## config.mk

```make
export PLATFORM = sky130hd
export DESIGN_NAME = i2s_tx
export DESIGN_NICKNAME = d
export VERILOG_FILES = /design/src/rtl/i2s_tx_pkg.sv /design/src/rtl/i2s_tx_ctrl.sv /design/src/rtl/i2s_tx_dp.sv /design/src/rtl/i2s_tx.sv
export SDC_FILE = /design/constraint.sdc
export NUM_CORES = 1
export LEC_CHECK = 0
export ABC_CLOCK_PERIOD_IN_PS = 4100
export BUFFER_PORTS_ARGS = -buffer_cell sky130_fd_sc_hd__buf_2
export CAP_MARGIN = 20
export CORE_MARGIN = 3
export CORE_UTILIZATION = 59
export CTS_CLUSTER_SIZE = 8
export DETAILED_ROUTE_END_ITERATION = 6
export PLACE_DENSITY_LB_ADDON = 0.12
export SKIP_CTS_REPAIR_TIMING = 1
export SYNTH_ARGS = -nofsm -noshare
export SYNTH_HDL_FRONTEND = slang
export SYNTH_HIERARCHICAL = 1
export SYNTH_SLANG_ARGS = --single-unit
```

## constraint.sdc

```tcl
create_clock -name clk -period 4.1 [get_ports clk]
set_clock_uncertainty 0.15 [all_clocks]
set_input_delay 0 -clock clk [delete_from_list [all_inputs] [get_ports clk]]
set_output_delay 0 -clock clk [all_outputs]
set_load 0.05 [all_outputs]
```

## src/rtl/i2s_tx_pkg.sv

```systemverilog
package i2s_tx_pkg;
  localparam int SLOT_LEN = 32;
  localparam int IDX_W    = 6;   // bit index across a left+right frame
  localparam int WORD_W   = 16;

  typedef struct packed {
    logic bitStart;   // a new bit period starts after this edge
    logic slotLoad;   // that bit is the first bit of a slot
    logic rightSlot;  // that bit belongs to the right slot
  } txStrobe_t;
endpackage

```

## src/rtl/i2s_tx_ctrl.sv

```systemverilog
module i2s_tx_ctrl
  import i2s_tx_pkg::*;
#(
  parameter int DIV_W = 8
) (
  input  logic             clk,
  input  logic             rstN,
  input  logic             enable,
  input  logic [DIV_W-1:0] halfPer,
  output txStrobe_t        strb,
  output logic             run,
  output logic             phase,
  output logic [IDX_W-1:0] bitIdx
);
  logic [DIV_W-1:0] divCnt;
  logic             startNow;
  logic             halfEnd;
  logic             bitEnd;
  logic [IDX_W-1:0] nextIdx;

  assign startNow = enable && !run;
  assign halfEnd  = run && (divCnt == halfPer - 1'b1);
  assign bitEnd   = halfEnd && phase;
  assign nextIdx  = startNow ? '0 : bitIdx + 1'b1;

  always_comb begin
    strb.bitStart  = startNow || (enable && bitEnd);
    strb.slotLoad  = strb.bitStart && (nextIdx[IDX_W-2:0] == '0);
    strb.rightSlot = nextIdx[IDX_W-1];
  end

  always_ff @(posedge clk) begin
    if (!rstN) begin
      run    <= 1'b0;
      phase  <= 1'b0;
      divCnt <= '0;
      bitIdx <= '0;
    end else if (!enable) begin
      run    <= 1'b0;
      phase  <= 1'b0;
      divCnt <= '0;
      bitIdx <= '0;
    end else if (startNow) begin
      run    <= 1'b1;
      phase  <= 1'b0;
      divCnt <= '0;
      bitIdx <= '0;
    end else if (halfEnd) begin
      divCnt <= '0;
      phase  <= !phase;
      if (phase) bitIdx <= nextIdx;
    end else begin
      divCnt <= divCnt + 1'b1;
    end
  end
endmodule

```

## src/rtl/i2s_tx_dp.sv

```systemverilog
module i2s_tx_dp
  import i2s_tx_pkg::*;
(
  input  logic              clk,
  input  logic              rstN,
  input  txStrobe_t         strb,
  input  logic              msbMode,
  input  logic              wide24,
  input  logic [WORD_W-1:0] wrData,
  input  logic              wrValid,
  output logic              wrReady,
  input  logic              underrunClr,
  output logic              underrun,
  output logic              sdReg,
  output logic              wsReg,
  output logic              bufFull
);
  localparam int LOW_W = SLOT_LEN - WORD_W - 8;

  logic [1:0]          wordCnt;
  logic [WORD_W-1:0]   hiWord;
  logic [7:0]          loByte;
  logic [SLOT_LEN-1:0] shifter;
  logic [SLOT_LEN-1:0] slotWord;
  logic                accept;

  assign bufFull = wide24 ? (wordCnt == 2'd2) : (wordCnt != 2'd0);
  assign wrReady = !bufFull;
  assign accept  = wrValid && wrReady;

  always_comb begin
    if (!bufFull)    slotWord = '0;
    else if (wide24) slotWord = {hiWord, loByte, {LOW_W{1'b0}}};
    else             slotWord = {hiWord, {(SLOT_LEN-WORD_W){1'b0}}};
  end

  // sample buffer
  always_ff @(posedge clk) begin
    if (!rstN) begin
      wordCnt <= '0;
      hiWord  <= '0;
      loByte  <= '0;
    end else if (strb.slotLoad && bufFull) begin
      wordCnt <= '0;
    end else if (accept) begin
      if (wordCnt == 2'd0) hiWord <= wrData;
      else                 loByte <= wrData[WORD_W-1 -: 8];
      wordCnt <= wordCnt + 1'b1;
    end
  end

  // serializer
  always_ff @(posedge clk) begin
    if (!rstN) begin
      shifter <= '0;
      sdReg   <= 1'b0;
      wsReg   <= 1'b0;
    end else if (strb.bitStart) begin
      wsReg <= strb.rightSlot ^ msbMode;
      if (strb.slotLoad) begin
        if (msbMode) begin
          sdReg   <= slotWord[SLOT_LEN-1];
          shifter <= slotWord << 1;
        end else begin
          sdReg   <= 1'b0;
          shifter <= slotWord;
        end
      end else begin
        sdReg   <= shifter[SLOT_LEN-1];
        shifter <= shifter << 1;
      end
    end
  end

  // sticky underrun flag, set wins over clear
  always_ff @(posedge clk) begin
    if (!rstN)                           underrun <= 1'b0;
    else if (strb.slotLoad && !bufFull)  underrun <= 1'b1;
    else if (underrunClr)                underrun <= 1'b0;
  end
endmodule

```

## src/rtl/i2s_tx.sv

```systemverilog
module i2s_tx
  import i2s_tx_pkg::*;
#(
  parameter int DIV_W = 8
) (
  input  logic             clk,
  input  logic             rstN,
  input  logic             enable,
  input  logic             msbMode,
  input  logic             wide24,
  input  logic             idleHigh,
  input  logic [DIV_W-1:0] halfPer,
  input  logic [15:0]      wrData,
  input  logic             wrValid,
  output logic             wrReady,
  input  logic             underrunClr,
  output logic             underrun,
  output logic             bitClk,
  output logic             wordSel,
  output logic             serData
);
  txStrobe_t        strb;
  logic             run;
  logic             phase;
  logic [IDX_W-1:0] bitIdx;
  logic             sdReg;
  logic             wsReg;
  logic             bufFull;

  i2s_tx_ctrl #(.DIV_W(DIV_W)) u_ctrl (
    .clk     (clk),
    .rstN    (rstN),
    .enable  (enable),
    .halfPer (halfPer),
    .strb    (strb),
    .run     (run),
    .phase   (phase),
    .bitIdx  (bitIdx)
  );

  i2s_tx_dp u_dp (
    .clk         (clk),
    .rstN        (rstN),
    .strb        (strb),
    .msbMode     (msbMode),
    .wide24      (wide24),
    .wrData      (wrData),
    .wrValid     (wrValid),
    .wrReady     (wrReady),
    .underrunClr (underrunClr),
    .underrun    (underrun),
    .sdReg       (sdReg),
    .wsReg       (wsReg),
    .bufFull     (bufFull)
  );

  assign bitClk  = phase ^ idleHigh;
  assign wordSel = run ? wsReg : !msbMode;
  assign serData = run && sdReg;
endmodule

```

==> results.json, run 1 <==
{
  "insertion_delay_ns": 0.34,
  "initialDrtViolationCount": 286,
  "synthTopCellsByCount": "69 x dfxtp_1, 50 x nand2_1, 34 x nand4_1, 29 x nand2b_1, 29 x o21ai_0",
  "r2r_setup_slack_ns": 0.99,
  "fill_cells": 465,
  "grt_pass1_vias": 2974,
  "ys_dominant_reg_cell": "dfxtp_1",
  "areaGrowthSynthToFinish_pct": 19.8,
  "root_buffer": "clkbuf_8",
  "coreArea_sq_um": 5960,
  "async_reset_ff_share_pct": 0,
  "p_leak_nw": 1.56,
  "clock-sinks": 69,
  "row_count": 28,
  "io_buffer_count": 36,
  "die_w_um": 84.6,
  "synth_edf_count": 0,
  "synth_most_common_cell": "dfxtp_1",
  "hp-start": "halfPer[7]",
  "routed_via_density": 5.98,
  "path_clk_slew_ns": 0.07,
  "syn-num-nets": 464,
  "cp-start-kind": "flip-flop",
  "setup_tns_ns": 0,
  "dp_hpwl_mm": 4.98,
  "critical_path_class": "reg -> reg",
  "num_vias": 3356,
  "grtUsageTotal_pct": 22.8,
  "fmax_mhz": 321,
  "drtPass1Iterations": 5,
  "die_area_sq_um": 7160,
  "drcViolationCount": 0,
  "finalPower_mw": 1.57,
  "grt_max_degree": 72,
  "reg2regPathDepth": 9,
  "cts_buffers": 9,
  "routed_wl_mm": 8.64,
  "fin_nets": 517,
  "post-route-min-period_ns": 3.11,
  "maxCapViolCount": 0,
  "place_inst": 508,
  "path_max_fanout": 24,
  "final_core_util_pct": 73.4,
  "place_area_sq_um": 3790,
  "cts_buffer_depth": 2,
  "worstHoldPathType": "in -> reg",
  "ys_seq_area_share_pct": 37.9,
  "io_pins": 37,
  "hold_depth": 6,
  "slew_violations": 0,
  "ys_types": 52,
  "final_cell_area_sq_um": 4370,
  "ir_drop_uv": 259,
  "finalHoldViolations": 0,
  "arrival_ns": 3.22,
  "antenna_found_initial": 0,
  "worst_slew_pin_slew_ns": 0.782,
  "synthTopCellsByArea": "dfxtp_1 38%, mux2i_1 7.4%, nand4_1 5.8%",
  "postSynthCellCount": 428,
  "syn_area_sq_um": 3650,
  "synth-seq-cells": 69,
  "num_antenna_cells": 0,
  "rsz0062_at_grt": "false",
  "worstPathRequired_ns": 4.21,
  "antenna_left": 0,
  "cts_max_level": 3,
  "die_h_um": 84.6,
  "drive_above_1_share_pct": 15.0,
  "yosys_warnings": 6,
  "r2r_start": "u_ctrl/divCnt[2]$_SDFF_PP0_",
  "p_per_area_nw_per_um2": 360,
  "whs_endpoint": "u_ctrl/phase$_SDFFE_PP0N_",
  "r2r-end": "u_dp/shifter[22]$_SDFFE_PN0P_",
  "avgSynthCellArea_sq_um": 8.52,
  "cts_tree": "built",
  "fin_crit_sh_pct": 76.0,
  "setup_viol": 0,
  "stdcell_count": 561,
  "synth_largest_area_cell": "dfxtp_1",
  "grt_overflow": 0,
  "wl_per_cell_um": 15.4,
  "endpoint_kind": "flip-flop",
  "start_util_pct": 61.2,
  "grt_pass1_wl_mm": 13.6,
  "yosys.area.top_type_share_pct": 37.9,
  "gp_congestion": 0.772,
  "relSlewSlack_pct": 47.8,
  "status": "complete, no violations"
}
==> critical path: stages, from the launching register on <==
cell and delay [ns]:
dfxtp_1 0.38, nor2b_4 0.15, or3_1 0.33, a31o_1 0.22
a2111o_1 0.58, o41ai_4 0.40, and2_1 0.17, buf_4 0.27
nand4_1 0.16, a41oi_1 0.22
==> stage by stage <==
step	setup slack, ns	hold WS, ns
final	0.986	0.117
after global routing	0.730	0.218
after CTS	0.982	-0.262
after detailed placement	1.00	0.107
after global placement	1.06	0.0983
after floorplan	0.952	-0.00790
==> worst max-delay path by stage <==
stage / from / to / slack [ns] / cells after the start
2_1_floorplan: u_ctrl/divCnt[2]$_SDFF_PP0_ / u_dp/shifter[19]$_SDFFE_PN0P_ / 0.95 / 13
3_3_place_gp: halfPer[0] / u_dp/shifter[22]$_SDFFE_PN0P_ / 1.06 / 11
3_5_place_dp: halfPer[0] / u_dp/shifter[18]$_SDFFE_PN0P_ / 1.00 / 11
4_1_cts: u_ctrl/divCnt[2]$_SDFF_PP0_ / u_dp/shifter[22]$_SDFFE_PN0P_ / 0.98 / 9
5_1_grt: u_ctrl/divCnt[6]$_SDFF_PP0_ / u_dp/shifter[26]$_SDFFE_PN0P_ / 0.73 / 9
6_report: u_ctrl/divCnt[2]$_SDFF_PP0_ / u_dp/shifter[22]$_SDFFE_PN0P_ / 0.99 / 9
==> flip-flops by register name, summed over array words and instances (netlist names) <==
register       count
u_ctrl/bitIdx      6
u_ctrl/divCnt      8
u_ctrl/phase       1
u_ctrl/run         1
u_dp/hiWord       16
u_dp/loByte        8
u_dp/sdReg         1
u_dp/shifter      24
u_dp/underrun      1
u_dp/wordCnt       2
u_dp/wsReg         1
==> placed cells by master (no fill, tap or decap), types with 23 or more instances in the layout <==
cell / Yosys / layout
a41oi_1: 24 / 24
buf_2: 5 / 36
dfxtp_1: 69 / 69
dlygate4sd3_1: 0 / 36
mux2i_1: 27 / 27
nand2_1: 50 / 50
nand2b_1: 29 / 29
nand3_1: 23 / 23
nand4_1: 34 / 34
o21ai_0: 29 / 29
==> power breakdown <==
part           switching [mW]  leakage (nW)  internal (mW)
registers              0.0323         0.564          0.713
clock network           0.256         0.106          0.296
logic                   0.158         0.893          0.119
==> logic make-up after synthesis <==
group	synth area share, %
AOI/OAI and AO/OA	15.6
xor gates and xnor gates	4.56
adders and majority gates	1.37
buffers and inverters	6.41
DFF	37.9
muxes	7.41
and+or+nand+nor	26.8
==> layer usage <==
| metal | part of all wire (%) | vias to the layer above | GRT usage (%) |
|---|---|---|---|
| li1 | - | 1649 | - |
| met1 | 46 | 1596 | 30.3 |
| met2 | 48 | 101 | 36.2 |
| met3 | 4.7 | 10 | 4.32 |
| met4 | 1.1 | 0 | 9.35 |
| met5 | 0 | - | 0 |
==> layout make-up <==
type | instances | area [sq um] | share of cell area, %
multi-input cells | 312 | 2050 | 46.8
flip-flops and latches | 69 | 1380 | 31.6
repair buffers | 80 | 613 | 14.0
clock buffers | 10 | 138 | 3.15
well taps | 75 | 93.8 | 2.15
clock inverters | 6 | 62.6 | 1.43
inverters | 9 | 33.8 | 0.773
Power figures use the tool's default switching activity.
==> run 2, diff against run 1 <==
Settings changed: ABC_CLOCK_PERIOD_IN_PS 4100 to 2600, CORE_UTILIZATION 59 to 53.
Clock period 4.1 ns to 2.6 ns, I/O delays scaled along.
==> results.json, run 2 (same netlist as run 1, synthesis figures left out) <==
{
  "worst_slew_pin_slew_ns": 0.790,
  "fin_crit_sh_pct": 105,
  "antenna_left": 0,
  "p_sw_share_pct": 28.3,
  "p_int_mw": 1.79,
  "hp-start": "msbMode",
  "drcViolationCount": 0,
  "hold_depth": 4,
  "die_w_um": 89.0,
  "p_leak_nw": 1.63,
  "crit_path_start": "u_ctrl/divCnt[6]$_SDFF_PP0_",
  "violations": "hold timing, setup timing",
  "clkPwrFrac_pct": 33.6,
  "reg2regPathDepth": 9,
  "largest_reg_flops": 24,
  "p_per_area_nw_per_um2": 534,
  "num_antenna_cells": 0,
  "maxCapViolCount": 0,
  "cts_buffers": 9,
  "initialDrtViolationCount": 332,
  "layout_commonest_cell": "dfxtp_1",
  "endpoint_kind": "flip-flop",
  "r2r_setup_slack_ns": -0.13,
  "finalHoldViolations": 1,
  "io_pins": 37,
  "fin_hold_ws_ns": -0.0147,
  "slew_violations": 0,
  "setup_viol": 25,
  "regMostFlops": "u_dp/shifter",
  "cts_max_level": 3,
  "drtPass1Iterations": 5,
  "cp-start-kind": "flip-flop",
  "setup_slack_ns": -0.133,
  "worstPathRequired_ns": 2.70,
  "fmax_mhz": 366,
  "io_buffer_count": 36,
  "dp_hpwl_mm": 5.04,
  "areaGrowthSynthToFinish_pct": 28.2,
  "die_h_um": 89.0,
  "cts_tree": "built",
  "path_max_fanout": 12,
  "final_cell_mix": "67 x dfxtp_1, 50 x nand2_1, 36 x buf_2",
  "fin_nets": 519,
  "r2r-end": "u_dp/shifter[14]$_SDFFE_PN0P_",
  "path_clk_slew_ns": 0.07,
  "reg_top3": "u_dp/shifter (24), u_dp/hiWord (16)",
  "status": "finished, violations left",
  "drive_above_1_share_pct": 24.9,
  "row_count": 29,
  "gp_congestion": 0.757,
  "grtUsageTotal_pct": 20.7,
  "start_util_pct": 56.2,
  "arrival_ns": 2.83,
  "clock-sinks": 69,
  "grt_pass1_vias": 2943,
  "routed_via_density": 6.02,
  "die_area_sq_um": 7910,
  "ir_drop_uv": 375,
  "final_core_util_pct": 72.0,
  "r2r_start": "u_ctrl/divCnt[6]$_SDFF_PP0_",
  "whs_endpoint": "u_dp/wsReg$_SDFFE_PN0P_",
  "coreArea_sq_um": 6490,
  "routed_wl_mm": 9.15,
  "relSlewSlack_pct": 47.3,
  "post-route-min-period_ns": 2.73,
  "setup_tns_ns": -2.16,
  "grt_pass1_wl_mm": 13.0,
  "p_seq_share_pct": 47.3,
  "root_buffer": "clkbuf_8",
  "p_sw_mw": 0.707,
  "cts_buffer_depth": 2,
  "grt_overflow": 0,
  "num_vias": 3389,
  "p_comb_share_pct": 19.1,
  "grt_max_degree": 53,
  "critical_path_class": "reg -> reg",
  "rsz0062_at_grt": "true",
  "wl_per_cell_um": 16.3,
  "worstHoldPathType": "in -> reg",
  "insertion_delay_ns": 0.34,
  "antenna_found_initial": 0
}
-- run 2: cell count changes in the layout (fill, tap and decap cells not counted), sizes merged --
cell / delta
dlygate4sd3: -16
buf: +13
clkbuf: +6
clkinv: -4
and2: +1
-- run 2: area by class of cell --
type | instances | area (sq um)
fillers | 481 | 1820
clock inverters | 2 | 35.0
well taps | 77 | 96.3
inverters | 9 | 33.8
flip-flops and latches | 69 | 1380
repair buffers | 81 | 676
clock buffers | 12 | 145
multi-input cells | 313 | 2300
-- run 2: stage by stage --
| step | hold WS, ns | area (sq um) | setup WS [ns] | cells | power, mW |
|---|---|---|---|---|---|
| 6_report | -0.0147 | 4670 | -0.133 | 563 | 2.49 |
| 5_1_grt | 0.0201 | 4670 | -0.254 | 563 | 2.61 |
| 4_1_cts | -0.259 | 4120 | -0.119 | 536 | 2.42 |
| 3_5_place_dp | 0.102 | 3940 | -0.0907 | 522 | 1.59 |
| 3_3_place_gp | 0.0978 | 3940 | -0.0172 | 522 | 1.58 |
| 2_1_floorplan | -0.00790 | 3720 | -0.142 | 428 | 1.49 |
-- run 2: worst max-delay path by stage --
stage / end / slack [ns]
final: u_dp/shifter[14]$_SDFFE_PN0P_ / -0.13
after global routing: u_dp/shifter[14]$_SDFFE_PN0P_ / -0.25
after CTS: u_dp/shifter[29]$_SDFFE_PN0P_ / -0.12
after detailed placement: u_dp/shifter[23]$_SDFFE_PN0P_ / -0.09
after global placement: u_dp/shifter[14]$_SDFFE_PN0P_ / -0.02
after floorplan: u_dp/shifter[19]$_SDFFE_PN0P_ / -0.14
-- run 2: metal layers --
layer	share of wire (%)	vias to the layer above	track usage, %
li1	-	1654	-
met1	44	1597	26.1
met2	49	118	35.2
met3	4.9	20	2.86
met4	2.2	0	9.61
met5	0	-	0
-- run 2: worst max-delay path, cell delays in order (launching register included) --
cell      delay [ns]
dfxtp_2         0.35
or2b_1          0.26
o21ai_2         0.13
a41oi_2         0.12
a2111o_1        0.49
o41ai_4         0.28
buf_4           0.23
and2_4          0.26
nand3_1         0.14
a41oi_2         0.23
-- run 2: power groups by stage --
stage | Clock, mW | Sequential [mW] | Combinational (mW)
final | 0.838 | 1.18 | 0.476
after global routing | 0.906 | 1.19 | 0.517
after CTS | 0.849 | 1.17 | 0.393
after detailed placement | 0 | 1.20 | 0.392
after global placement | 0 | 1.20 | 0.384
after floorplan | 0 | 1.18 | 0.310
